[src/rtl/addr_window_router.sv]
module addr_window_router (
  input  logic        clk,
  input  logic        rst_n,
  input  logic [31:0] addr,
  input  logic        is_io,
  input  logic [7:0]  io_base,
  input  logic [7:0]  io_limit,
  input  logic [15:0] mem_base,
  input  logic [15:0] mem_limit,
  input  logic [15:0] pf_base,
  input  logic [15:0] pf_limit,
  input  logic        vga_fwd,
  input  logic        mono_en,
  input  logic        in_smm,
  input  logic        smc_wr,
  input  logic [7:0]  smc_wdata,
  output logic [2:0]  dest,
  output logic        hit
);
  localparam logic [2:0] TO_MEM = 3'b001;
  localparam logic [2:0] TO_PRI = 3'b010;
  localparam logic [2:0] TO_SEC = 3'b100;
  localparam logic [2:0] SMRAM_SEG = 3'b010;

  logic [2:0] seg_q;
  logic       gen_q, close_q, open_q, lock_q;

  always_ff @(posedge clk or negedge rst_n) begin
    if (!rst_n) begin
      seg_q   <= '0;
      gen_q   <= 1'b0;
      close_q <= 1'b0;
      open_q  <= 1'b0;
      lock_q  <= 1'b0;
    end else if (smc_wr) begin
      close_q <= smc_wdata[4];
      if (!lock_q) begin
        seg_q  <= smc_wdata[2:0];
        gen_q  <= smc_wdata[3];
        open_q <= smc_wdata[5];
        lock_q <= smc_wdata[6] & smc_wdata[3];
      end
    end
  end

  wire io_win  = (addr[31:16] == 16'h0) &&
                 (addr[15:12] >= io_base[7:4]) && (addr[15:12] <= io_limit[7:4]);
  wire mem_win = (addr[31:20] >= mem_base[15:4]) && (addr[31:20] <= mem_limit[15:4]);
  wire pf_win  = (addr[31:20] >= pf_base[15:4])  && (addr[31:20] <= pf_limit[15:4]);
  wire low_reg = (addr[31:19] == 13'h0);
  wire vga_reg = (addr[31:17] == 15'h0005);
  wire mda_reg = (addr[31:15] == 17'h00016);
  wire smram_on = gen_q && (seg_q == SMRAM_SEG) && (open_q || (in_smm && !close_q));

  always_comb begin
    dest = TO_PRI;
    hit  = 1'b1;
    if (is_io) begin
      if (io_win) dest = TO_SEC;
      else        hit  = 1'b0;
    end else if (low_reg) begin
      dest = TO_MEM;
    end else if (vga_reg) begin
      if (smram_on)                dest = TO_MEM;
      else if (mono_en && mda_reg) dest = TO_PRI;
      else if (vga_fwd)            dest = TO_SEC;
      else                         dest = TO_PRI;
    end else if (mem_win || pf_win) begin
      dest = TO_SEC;
    end else begin
      hit = 1'b0;
    end
  end
endmodule

[config.mk]
export PLATFORM = sky130hd
export DESIGN_NAME = addr_window_router
export DESIGN_NICKNAME = d
export VERILOG_FILES = /design/src/rtl/addr_window_router.sv
export SDC_FILE = /design/constraint.sdc
export NUM_CORES = 1
export LEC_CHECK = 0
export BUFFER_PORTS_ARGS = -buffer_cell sky130_fd_sc_hd__buf_2
export CAP_MARGIN = 0
export CORE_MARGIN = 10
export CORE_UTILIZATION = 25
export DETAILED_ROUTE_END_ITERATION = 7
export GPL_TIMING_DRIVEN = 0
export MAX_ROUTING_LAYER = met4
export PLACE_DENSITY = 0.54
export SLEW_MARGIN = 20
export SYNTH_ARGS = -nofsm -noshare
export SYNTH_HDL_FRONTEND = slang
export SYNTH_SLANG_ARGS = --single-unit
[constraint.sdc]
create_clock -name clk -period 3 [get_ports clk]
set_input_delay 0.6 -clock clk [delete_from_list [all_inputs] [get_ports clk]]
set_output_delay 0.6 -clock clk [all_outputs]
set_load 0.01 [all_outputs]
==> run_results.csv <==
group,metric,value,unit
clocking,cts_tree,"built",
critical_path,worst-path-max-fanout,2,
synth,synth_ff_type,"dfrtp_1",
floorplanning,die_y,104,um
synth,syn_area_per_cell,7.60,um2
sta,relSlewSlack,0.701,
pwr,p_switching,0.000215,W
detailed_routing,drt-met1-wl,2.84,mm
detailed_routing,drc,0,
detailed_routing,dr.pass1.iters,4,
sta,setup-violations-final,1,
sta,final_hold_viol_count,0,
floorplanning,ios,131,
pwr,max-vdd-ir-drop,0.275,mV
outcome,status,"complete, but fails checks",
floorplanning,initial_core_util,0.259,
pwr,leakagePower,1.44,nW
critical_path,critPathRequiredTime,2.40,ns
critical_path,crit_path_start_kind,"input port",
layout,finalCoreUtilization,0.399,
detailed_routing,via_per_inst,4.45,
detailed_routing,vias,1894,
synth,synth_cell_type_count,33,
outcome,failed_checks,"negative setup slack",
placed_design,port_buffers,93,
synth,ys_seq_area_frac,0.0997,
placed_design,pre_cts_ws,-0.256,ns
synth,netlist_instances,231,
synth,synth_area,1760,um2
clocking,insertion_delay,0.22,ns
sta,grt_setup_unrepaired,"yes",
clocking,cts.sinks,7,
detailed_routing,ant_nets,0,
sta,worstMarginPinSlew,0.448,ns
placed_design,finalWeightedCongestion,0.837,
clocking,cts_root_buffer,"clkbuf_8",
job,maxCapViolations,0,
min_path,min_path_type,"in2async",
pwr,p_seq_frac,0.218,
detailed_routing,wl_met2,2.75,mm
pwr,p_int,0.000400,W
detailed_routing,wl_per_cell,13.6,um
synth,mappedNetlistNets,414,
layout,nets,514,
global_routing,grtUsageTotal,0.0982,
pwr,p_total,0.000616,W
sta,fmax,323,MHz
critical_path,critPathKind,"in2out",
layout,drive_above_1_share,0.430,
floorplanning,dieArea,10800,um2
clocking,clock_path_buffers,2,
synth,synth-edff-count,0,
pwr,powerDensity,227,nW/um2
layout,antenna_cells,0,
detailed_routing,wl,5.78,mm
synth,ys_seq_elements,7,
floorplanning,core,6790,um2
global_routing,grt_pass1_wl,8.96,mm
synth,yosysWarningCount,0,
clocking,cts-buffers-inserted,3,
clocking,cts_max_level,1,
placed_design,hpwl,5.13,mm
sta,setup_ws,-0.0924,ns
floorplanning,fp.dieW,104,um
global_routing,overflow,0,
sta,period_share,1.03,
pwr,p_sw_frac,0.350,
critical_path,end_kind,"output pin",
global_routing,grt_antenna_before_repair,0,
sta,finalSetupTns,-0.0924,ns
clocking,clkTransAtPathRegs,0.04,ns
floorplanning,row_count,30,
critical_path,cp.arrival,2.49,ns
pwr,combPwrFrac,0.574,
synth,async_flop_share,1.00,
sta,period_minus_slack,3.09,ns
global_routing,grt_pass1_vias,2020,
layout,syn2layout_area_growth,54.2,%
detailed_routing,highest_layer,"met3",
sta,fin_skew,0.000317,ns
detailed_routing,wl_met3,194,um
pwr,pwr-share-clk,0.208,
global_routing,grt_max_degree,8,
detailed_routing,drt_iter0_drc,36,
sta,slew_viol_final,0,
[power groups by stage]
stage,clock network (W),registers [W],logic [W]
2_1_floorplan,0,0.000131,0.000174
3_3_place_gp,0,0.000135,0.000287
3_5_place_dp,0,0.000136,0.000295
4_1_cts,0.000132,0.000135,0.000310
5_1_grt,0.000138,0.000138,0.000409
6_report,0.000128,0.000134,0.000353
[cells by family (layout without fill, tap and decap cells)]
| family | count (synthesis) | after routing | synth area share |
|---|---|---|---|
| compound gates | 54 | 54 | 0.192 |
| fa+ha+maj | 56 | 56 | 0.399 |
| buf+inv | 54 | 153 | 0.115 |
| flops | 7 | 7 | 0.0997 |
| simple gates | 55 | 55 | 0.162 |
| mux | 5 | 5 | 0.0320 |
[layout make-up]
type	instances	area, um2
Inverter	54	203
Multi-Input combinational cell	170	1630
Timing Repair Buffer	95	532
Clock buffer	4	45.0
Fill cell	738	4090
Sequential cell	7	175
Tap cell	96	120
[sequential cells by signal (all words and copies together), names as in the netlist]
| register | cells |
|---|---|
| close_q | 1 |
| gen_q | 1 |
| lock_q | 1 |
| open_q | 1 |
| seg_q | 3 |
[what timing repair did]
item / in CTS / in global routing
cloned: 0 / 0
hold buffers: 0 / 0
pin swaps: 1 / 11
resized for setup: 11 / 54
buffers inserted: 0 / 2
setup endpoints to repair: 3 / 3
[Yosys cell counts, types with 2 or more instances]
| cell | instances | area, um2 |
|---|---|---|
| nor2b_1 | 5 | 31.3 |
| inv_1 | 54 | 203 |
| a21oi_1 | 23 | 115 |
| o311ai_1 | 2 | 17.5 |
| nand2_1 | 16 | 60.1 |
| o211ai_1 | 2 | 15.0 |
| a22oi_1 | 2 | 15.0 |
| nor2_1 | 11 | 41.3 |
| mux2_2 | 5 | 56.3 |
| ha_1 | 56 | 701 |
| a211oi_1 | 2 | 15.0 |
| nand4_1 | 8 | 50.1 |
| nor4_1 | 3 | 18.8 |
| o21ai_0 | 12 | 60.1 |
| a21o_1 | 3 | 22.5 |
| nand2b_1 | 2 | 12.5 |
| dfrtp_1 | 7 | 175 |
| nor3_1 | 2 | 10.0 |
| nand3_1 | 2 | 10.0 |
[stage by stage]
stage               hold slack [ns]  cells  area [um2]
finish                        0.205    426        2710
global route                  0.206    426        2710
CTS                           0.206    424        2450
detailed placement            0.442    420        2340
global placement              0.440    420        2340
floorplan                     0.304    231        1760
[worst max-delay path: stages]
cell      delay, ns
buf_2          0.07
inv_1          0.06
ha_4           0.27
nand4_1        0.16
or3_1          0.40
o311ai_2       0.09
a22oi_2        0.15
or4_1          0.41
o311ai_1       0.10
buf_2          0.19
[placed cells by master (no fill, tap or decap), types with 2 or more instances in the layout]
| master | Yosys | final |
|---|---|---|
| a211oi_2 | 0 | 2 |
| a21o_1 | 3 | 3 |
| a21oi_1 | 23 | 14 |
| a21oi_2 | 0 | 9 |
| a22oi_2 | 0 | 2 |
| buf_2 | 0 | 85 |
| buf_4 | 0 | 4 |
| buf_6 | 0 | 5 |
| clkbuf_8 | 0 | 3 |
| dfrtp_1 | 7 | 7 |
| ha_1 | 56 | 42 |
| ha_4 | 0 | 14 |
| inv_1 | 54 | 50 |
| inv_2 | 0 | 4 |
| mux2_2 | 5 | 5 |
| nand2_1 | 16 | 16 |
| nand2b_1 | 2 | 2 |
| nand3_1 | 2 | 2 |
| nand4_1 | 8 | 8 |
| nor2_1 | 11 | 10 |
| nor2b_1 | 5 | 4 |
| nor4_1 | 3 | 3 |
| o211ai_1 | 2 | 2 |
| o21ai_0 | 12 | 7 |
| o21ai_1 | 1 | 5 |
| o311ai_1 | 2 | 2 |
[final timing paths]
kind | start | to | slack [ns] | cells past startpoint
max in group asynchronous | rst_n | gen_q | 2.64 | 1
hold / removal | rst_n | open_q | 0.21 | 1
setup / recovery | pf_limit[14] | dest[2] | -0.09 | 10
hold reg to reg | lock_q | lock_q | 0.47 | 1
min in group clk | lock_q | lock_q | 0.47 | 1
setup reg to reg | lock_q | gen_q | 1.74 | 2
[routing by layer]
| metal | up-vias | GRT usage |
|---|---|---|
| met3 | 0 | 0.0143 |
| li1 | 1015 | - |
| met4 | 0 | 0.00895 |
| met2 | 49 | 0.164 |
| met5 | - | - |
| met1 | 830 | 0.127 |
Note: power is estimated with default switching activity, not from simulation.
